### src/rtl/cp_irq_pkg.sv
package cp_irq_pkg;
   // status field positions
   localparam int unsigned ST_IE     = 0;
   localparam int unsigned ST_EXL    = 1;
   localparam int unsigned ST_ERL    = 2;
   localparam int unsigned ST_KSU_LO = 3;
   localparam int unsigned ST_IM_LO  = 8;
   // cause field positions
   localparam int unsigned CA_IP_LO  = 8;
   localparam int unsigned CA_WP     = 22;
   localparam int unsigned CA_IV     = 23;
   localparam int unsigned CA_DC     = 27;

   typedef enum logic [1:0] {
      PRIV_KERNEL = 2'd0,
      PRIV_SUPER  = 2'd1,
      PRIV_USER   = 2'd2,
      PRIV_RSVD   = 2'd3
   } priv_e;
endpackage

### src/rtl/cp_status_reg.sv
module cp_status_reg #(
   parameter int unsigned       REG_W  = 32,
   parameter logic [REG_W-1:0]  WMASK  = '1,
   parameter logic [REG_W-1:0]  RST_VAL = '0
) (
   input  logic             clk,
   input  logic             rst_n,
   input  logic             wr_en,
   input  logic [REG_W-1:0] wr_data,
   output logic [REG_W-1:0] q
);
   logic [REG_W-1:0] nxt;

   always_comb begin
      nxt = q;
      if (wr_en) nxt = (q & ~WMASK) | (wr_data & WMASK);
   end

   always_ff @(posedge clk or negedge rst_n) begin
      if (!rst_n) q <= RST_VAL;
      else        q <= nxt;
   end
endmodule

### src/rtl/cp_cause_reg.sv
module cp_cause_reg
   import cp_irq_pkg::*;
#(
   parameter int unsigned REG_W    = 32,
   parameter int unsigned HW_LINES = 6,
   parameter int unsigned SW_LINES = 2
) (
   input  logic                clk,
   input  logic                rst_n,
   input  logic                wr_en,
   input  logic [REG_W-1:0]    wr_data,
   input  logic                rev2_en,
   input  logic [HW_LINES-1:0] hw_irq,
   output logic [REG_W-1:0]    q,
   output logic [SW_LINES-1:0] swi,
   output logic                cnt_stop,
   output logic                cnt_start
);
   localparam int unsigned HW_LO = CA_IP_LO + SW_LINES;
   localparam logic [REG_W-1:0] ONE = REG_W'(1);
   localparam logic [REG_W-1:0] SW_FIELD = ((ONE << SW_LINES) - ONE) << CA_IP_LO;
   localparam logic [REG_W-1:0] BASE_MASK = (ONE << CA_IV) | (ONE << CA_WP) | SW_FIELD;
   localparam logic [REG_W-1:0] DC_BIT = ONE << CA_DC;

   logic [REG_W-1:0] wmask;
   logic [REG_W-1:0] nxt;

   always_comb begin
      wmask = BASE_MASK | (rev2_en ? DC_BIT : '0);
      nxt   = q;
      if (wr_en) nxt = (q & ~wmask) | (wr_data & wmask);
      nxt[HW_LO +: HW_LINES] = hw_irq;
   end

   always_ff @(posedge clk or negedge rst_n) begin
      if (!rst_n) begin
         q         <= '0;
         cnt_stop  <= 1'b0;
         cnt_start <= 1'b0;
      end else begin
         q         <= nxt;
         cnt_stop  <= ~q[CA_DC] &  nxt[CA_DC];
         cnt_start <=  q[CA_DC] & ~nxt[CA_DC];
      end
   end

   assign swi = q[CA_IP_LO +: SW_LINES];
endmodule

### src/rtl/cp_irq_decide.sv
module cp_irq_decide #(
   parameter int unsigned IP_W        = 8,
   parameter bit          VEC_SUPPORT = 1'b1
) (
   input  logic            gate_open,
   input  logic            vec_mode,
   input  logic [IP_W-1:0] pend,
   input  logic [IP_W-1:0] mask,
   output logic            req
);
   logic hit_and;
   assign hit_and = |(pend & mask);

   generate
      if (VEC_SUPPORT) begin : g_vec
         logic hit_lvl;
         assign hit_lvl = (pend > mask);
         assign req = gate_open & (vec_mode ? hit_lvl : hit_and);
      end else begin : g_flat
         logic unused_vec;
         assign unused_vec = vec_mode;
         assign req = gate_open & hit_and;
      end
   endgenerate
endmodule

### src/rtl/cp_priv_decode.sv
module cp_priv_decode
   import cp_irq_pkg::*;
(
   input  logic [1:0] ksu,
   input  logic       exl,
   input  logic       erl,
   input  logic       dbg,
   output priv_e      priv
);
   always_comb begin
      if (exl || erl || dbg) priv = PRIV_KERNEL;
      else                   priv = priv_e'(ksu);
   end
endmodule

### src/rtl/cp_irq_ctrl.sv
module cp_irq_ctrl
   import cp_irq_pkg::*;
#(
   parameter int unsigned       REG_W       = 32,
   parameter int unsigned       HW_LINES    = 6,
   parameter int unsigned       SW_LINES    = 2,
   parameter logic [REG_W-1:0]  STAT_WMASK  = 32'hF040_FF1F,
   parameter logic [REG_W-1:0]  STAT_RST    = 32'h0000_0004,
   parameter bit                VEC_SUPPORT = 1'b1
) (
   input  logic                clk,
   input  logic                rst_n,
   input  logic                cfg_vec_mode_i,
   input  logic                cfg_rev2_i,
   input  logic                dbg_mode_i,
   input  logic [HW_LINES-1:0] hw_irq_i,
   input  logic                stat_we_i,
   input  logic                cause_we_i,
   input  logic [REG_W-1:0]    wr_data_i,
   output logic [REG_W-1:0]    status_o,
   output logic [REG_W-1:0]    cause_o,
   output logic                irq_req_o,
   output logic [1:0]          priv_o,
   output logic [SW_LINES-1:0] swi_o,
   output logic                cnt_stop_o,
   output logic                cnt_start_o
);
   localparam int unsigned IP_W = HW_LINES + SW_LINES;

   generate
      if (IP_W != 8) begin : g_bad_ip
         $error("pending field must be 8 bits wide");
      end
      if (REG_W < 28) begin : g_bad_w
         $error("register width too small for cause bit 27");
      end
   endgenerate

   logic  gate_open;
   priv_e priv;

   cp_status_reg #(
      .REG_W   (REG_W),
      .WMASK   (STAT_WMASK),
      .RST_VAL (STAT_RST)
   ) u_status (
      .clk     (clk),
      .rst_n   (rst_n),
      .wr_en   (stat_we_i),
      .wr_data (wr_data_i),
      .q       (status_o)
   );

   cp_cause_reg #(
      .REG_W    (REG_W),
      .HW_LINES (HW_LINES),
      .SW_LINES (SW_LINES)
   ) u_cause (
      .clk       (clk),
      .rst_n     (rst_n),
      .wr_en     (cause_we_i),
      .wr_data   (wr_data_i),
      .rev2_en   (cfg_rev2_i),
      .hw_irq    (hw_irq_i),
      .q         (cause_o),
      .swi       (swi_o),
      .cnt_stop  (cnt_stop_o),
      .cnt_start (cnt_start_o)
   );

   assign gate_open = status_o[ST_IE] & ~status_o[ST_EXL] & ~status_o[ST_ERL] & ~dbg_mode_i;

   cp_irq_decide #(
      .IP_W        (IP_W),
      .VEC_SUPPORT (VEC_SUPPORT)
   ) u_decide (
      .gate_open (gate_open),
      .vec_mode  (cfg_vec_mode_i),
      .pend      (cause_o[CA_IP_LO +: IP_W]),
      .mask      (status_o[ST_IM_LO +: IP_W]),
      .req       (irq_req_o)
   );

   cp_priv_decode u_priv (
      .ksu  (status_o[ST_KSU_LO +: 2]),
      .exl  (status_o[ST_EXL]),
      .erl  (status_o[ST_ERL]),
      .dbg  (dbg_mode_i),
      .priv (priv)
   );

   assign priv_o = priv;
endmodule

### config.mk
export PLATFORM = sky130hd
export DESIGN_NAME = cp_irq_ctrl
export DESIGN_NICKNAME = d
export VERILOG_FILES = /design/src/rtl/cp_irq_pkg.sv /design/src/rtl/cp_status_reg.sv /design/src/rtl/cp_cause_reg.sv /design/src/rtl/cp_irq_decide.sv /design/src/rtl/cp_priv_decode.sv /design/src/rtl/cp_irq_ctrl.sv
export SDC_FILE = /design/constraint.sdc
export NUM_CORES = 1
export LEC_CHECK = 0
export BUFFER_PORTS_ARGS = -buffer_cell sky130_fd_sc_hd__buf_4
export CAP_MARGIN = 40
export CORE_MARGIN = 2
export CORE_UTILIZATION = 40
export DETAILED_ROUTE_END_ITERATION = 10
export GPL_ROUTABILITY_DRIVEN = 0
export PLACE_DENSITY = 0.77
export SYNTH_ARGS = -nofsm -noshare
export SYNTH_HDL_FRONTEND = slang
export SYNTH_HIERARCHICAL = 1
export SYNTH_SLANG_ARGS = --single-unit
### constraint.sdc
create_clock -name clk -period 3.43 [get_ports clk]
set_input_delay 0.1715 -clock clk [delete_from_list [all_inputs] [get_ports clk]]
set_output_delay 0.1715 -clock clk [all_outputs]
set_load 0.05 [all_outputs]
After elaboration in Yosys (flattened, before gate mapping)

Cells that the tools add are included.

Order comparisons: 1
Muxes and demuxes: 4
Bitwise gates (word level): 17
Reductions and logical operators: 3

Operators by type and width:

| kind             | number |
|---|---|
| $and 32x32->32   | 2 |
| $mux 28          | 2 |
| $not 32->32      | 1 |
| $or 28x32->32    | 1 |
| $or 32x32->32    | 1 |
| $and 8x8->8      | 1 |
| $gt 8x8->1       | 1 |
| $reduce_or 8->1  | 1 |
| $and 1x1->1      | 6 |
| $not 1->1        | 5 |
| $logic_or 1x1->1 | 2 |
| $mux 2           | 1 |
| $mux 1           | 1 |

Register bits after elaboration: 66
Input port bits: 45

Depth between registers and ports, before layout

Depth in word-level cells: 7
Depth in mapped cells: 6
Gate-level depth less buffers: 6

Cells and area by module

The synthesis kept the hierarchy.

By module, submodules not included:

| module         | instances | cells each | area each (um2) |
|---|---|---|---|
| cp_status_reg  | 1         | 53         | 832.0 |
| cp_cause_reg   | 1         | 45         | 583.1 |
| cp_irq_decide  | 1         | 41         | 331.6 |
| cp_priv_decode | 1         | 2          | 17.5 |
| cp_irq_ctrl    | 1         | 1          | 15.0 |

Worst setup path after synthesis

No wires, ideal clock.

Path kind: reg2out
Start point: register u_status.q[1]
End point: output priv_o[0]
Arrival: 2.311 ns
Required time: 3.259 ns
Setup slack: 0.948 ns
Stages on the path, launching flop included: 2
Cell sequence: dfrtp_1 nor4b_1

Word-level cells in the longest chain between the ends: 3

RTL lines:

| item                          | RTL line             | text |
|---|---|---|
| start, declared               | cp_status_reg.sv:10  | `output logic [REG_W-1:0] q` |
| start signal, assigned        | cp_status_reg.sv:21  | `else q <= nxt;` |
| $logic_or 1x1->1 (2 in a row) | cp_priv_decode.sv:11 | `if (exl \|\| erl \|\| dbg) priv = PRIV_KERNEL;` |
| $mux 2                        | cp_priv_decode.sv:11 |  |
| end, declared                 | cp_irq_ctrl.sv:23    | `output logic [1:0] priv_o,` |

Every way passes these cells.

Worst setup path after layout

Start point: register u_status.q[14]
End point: output irq_req_o

Word-level cells in the longest chain between the ends: 4
Elaborated cells between the ends (all ways): 5
Classes of those cells: order compare: 1; mux: 1; bitwise: 2; reduce/logical: 1

RTL lines:

| item                                               | RTL line            | text |
|---|---|---|
| branches (longest 2 deep; another with $gt 8x8->1) | n/a                 |  |
| $mux 1 (*)                                         | cp_irq_decide.sv:18 | `assign req = gate_open & (vec_mode ? hit_lvl : hit_and);` |
| $and 1x1->1 (*)                                    | cp_irq_decide.sv:18 |  |
| end, declared                                      | cp_irq_ctrl.sv:22   | `output logic irq_req_o,` |

Mark *: on every way between the ends.

==> results.txt <==
----------------------------------------------------
[CTS]
  Post-CTS setup buffers ... 0
  Clock network latency to the later pin of the worst-skew pair ... 0.27 ns
  Number of sinks on the clock net ... 31
  Clock tree from TritonCTS ... done
  Clock buffer depth ... 2
  Root Buffer ... clkbuf_8
  CTS clk-pin slew, worst paths ... around 0.070 ns
  Maximum level of the CTS H-tree ... 2
  CTS Buf Count ... 5

[Power]
  Internal cell power ... 0.000669 W
  Proportion of power drawn by combinational gates ... 36.6%
  Maximum ir drop on the vdd rail ... roughly 0.26 mV
  Total power density per cell area ... 480 nW/um^2
  Net switching power ... 0.000446 W
  Clock network fraction of total power ... 24.9%
  Switching Fraction ... 40.0%
  Static leakage ... approximately 1.2 nW
  Register share of total power ... 38.5%
  Total power of the final layout ... 0.00111 W

[Floorplanning]
  Die width ... 70.7 um
  Core area ... approximately 4300 sq um
  Standard-cell row count ... 24
  Initial core utilization ... 41.1%
  Number of placed I/O pins ... 116
  Height of the die ... 70.7 um
  Floorplan die area ... 5000 sq um

[Setup path]
  RR Startpoint ... u_status/q[1]
  Data arrival, critical path ... 1.85 ns
  Worst Path Required ... between 3 and 4 ns
  Reg-to-reg setup timing slack ... 2.61 ns
  Critical Path Fanout Max ... 4
  Cell class contributing the biggest share of worst-path delay ... compound AO/OA/AOI/OAI gates
  Setup crit end ... irq_req_o
  Logic depth of the worst setup path including buffers ... 7
  Origin of the worst setup path ... u_status/q[14]
  Max incr delay on CP ... between 0.3 and 0.4 ns
  Cell count of the worst reg-to-reg path ... 1
  Critical-path top delay cell ... dfrtp_1
  Worst Setup Start Kind ... flip-flop
  Cell chain of the critical path ... inv_1, ha_1, a21o_1, nand2_1, nand4b_1, o2111a_1, buf_4
  Endpoint of the lowest-slack register-to-register path ... u_status/q[1]
  Category of the most critical setup path ... flip-flop to output pin
  Worst path buffer plus inverter count ... 2
  Crit end category ... output pin

[Finish]
  Footprint of the multi-input gates ... 787 sq um
  Fill cell instance count of the final layout ... 390
  Share of post-route cells with drive strength above 1 ... a little under half
  Sequential cell area ... 777 sq um
  Syn-to-layout area delta ... 30.7%
  Diodes inserted ... 0
  Filler-free cell count of the finished design ... 271
  Nets ... 279

[Logic synthesis]
  Number of synthesized register bits ... 31
  Number of synthesized flops with an enable pin ... 0
  Synth Warn # ... 6
  Seq/Total Area, Yosys ... 43.7%
  Number of instances in the synthesized netlist ... ~140
  Top flip-flop cell by instance count after synthesis ... dfrtp_1
  Post-synth cell types ... 26
  Syn_area_per_cell ... 12.5 sq um
  Fraction of registers with async set or reset after synthesis ... 100%
  Cell area after synthesis ... around 1800 sq um

[GRT]
  Maximum number of pins on one net before global-route repair ... 32
  Global-route wire length before repair ... 5450 um
  Total global routing track utilization ... 14.0%
  Initial antenna violation count ... 0
  Total gr overflow ... 0
  Vias in the first global route ... 1205

[Placed design]
  Port Buffer Count ... between 60 and 70
  Post-Place Cells ... 256
  Detailed-placement wirelength estimate ... 2470 um

[Run]
  Maxcap violations ... 0

[Timing]
  RSZ-0062 raised after global routing ... no
  Minimum clock period ... between 2 and 2.5 ns
  Final Hold Vio Count ... 0
  Final clock skew ... 0.000355 ns
  Final slew viol count ... 0
  Count of endpoints failing setup in the final report ... 0
  Accumulated negative setup slack ... 0 ns
  Final hold slack ... ~0.067 ns
  Max Clk Rate ... a little under 500 MHz
  Fraction of the cycle the final worst path needs ... 58.8%

[Routing]
  Antenna-violating nets left ... 0
  Total wirelength of the detailed-routed design ... 3350 um
  Violation count after the first detailed-route iteration ... 19
  DRC violation count after routing ... 0
  DR vias/cell ... about 4.4
  Total via count after detailed routing ... 1188
  Wire length per cell after detailed routing ... 12.4 um
  1st-pass router iterations ... 4

[Hold path]
  Worst Hold Path Cells ... 2
  Kind of path behind the tightest hold check ... input pin to flip-flop

[Run status]
  Status ... complete, no violations

----------------------------------------------------
==> power groups by stage <==
stage          Sequential (W)  Combinational [W]  Clock (W)
2_1_floorplan        0.000546           0.000212          0
3_3_place_gp         0.000436           0.000397          0
3_5_place_dp         0.000436           0.000401          0
4_1_cts              0.000430           0.000410   0.000294
5_1_grt              0.000436           0.000428   0.000309
6_report             0.000430           0.000408   0.000277
==> routing by layer <==
metal / share of wire, % / routed length [um] / global-route usage (%)
met1: 40 / 1330 / 17.3
met5: 0 / 0 / 0
met3: 10 / 349 / 5.84
met2: 49 / 1640 / 22.8
met4: 0.81 / 27 / 3.14
==> stage by stage <==
stage / setup slack (ns) / util (%) / instance area [sq um]
after global routing: 1.31 / 53.8 / 2320
after floorplan: 0.948 / - / 1900
after global placement: 1.74 / 50.2 / 2170
after CTS: 1.42 / 53.8 / 2320
after detailed placement: 1.74 / 50.2 / 2170
final: 1.41 / 53.8 / 2320
==> cell usage in the layout, fill, tap and decap left out <==
cell type	n
buf_4	68
conb_1	35
dfrtp_1	30
ha_1	16
mux2_2	12
mux2_4	11
inv_1	8
dlygate4sd3_1	7
clkbuf_8	5
nand4_1	3
nor3b_1	2
nand2_1	2
a21oi_1	2
nor2_1	2
nor4b_1	2
nor4b_2	1
clkbuf_1	1
clkinv_2	1
clkinvlp_4	1
nand2_2	1
a21o_1	1
nand4b_1	1
nor2b_1	1
o211ai_1	1
nor4_1	1
nor3_1	1
nand3_1	1
o2111a_1	1
dfstp_2	1
==> worst min path at each step <==
| stage | from | end | slack, ns |
|---|---|---|---|
| after floorplan | rst_n | u_cause/cnt_start | -0.12 |
| after global placement | rst_n | u_status/q[4] | 0.13 |
| after detailed placement | rst_n | u_status/q[4] | 0.13 |
| after CTS | wr_data_i[27] | u_cause/cnt_start | 0.06 |
| after global routing | wr_data_i[27] | u_cause/cnt_start | 0.06 |
| final | wr_data_i[27] | u_cause/cnt_start | 0.07 |
==> layout make-up <==
class | count | area share (%)
clock buffer | 6 | 3.12
clock inverter | 2 | 0.538
inverter | 8 | 1.29
multi-input combinational | 97 | 33.9
sequential | 31 | 33.4
tap | 52 | 2.80
timing repair buffer | 75 | 25.0
==> sequential cells by signal, summed over array words and instances (netlist names) <==
name / cells
u_cause/q: 11
u_status/q: 18
u_cause/cnt_stop: 1
u_cause/cnt_start: 1
==> what timing repair did <==
action,CTS,global route
hold buffers,7,0
hold endpoints to repair,36,0
resized for setup,0,0
==> cells by family after synthesis <==
kind of cell | Yosys count | share of synthesized area (%)
DFF | 31 | 43.7
and+or+nand+nor | 18 | 6.68
muxes | 23 | 16.9
other | 2 | 0.422
buffers and inverters | 47 | 19.1
AOI/OAI and AO/OA | 5 | 2.04
adders and majority gates | 16 | 11.3
==> synth_stat cells, types with 3 or more instances <==
library cell	n	area share [%]
mux2_4	11	9.3
inv_1	8	1.7
nand4_1	3	1.1
dfrtp_1	30	42
ha_1	16	11
mux2_2	12	7.6
buf_4	37	16
No activity file was read; power rests on OpenSTA's default activity.
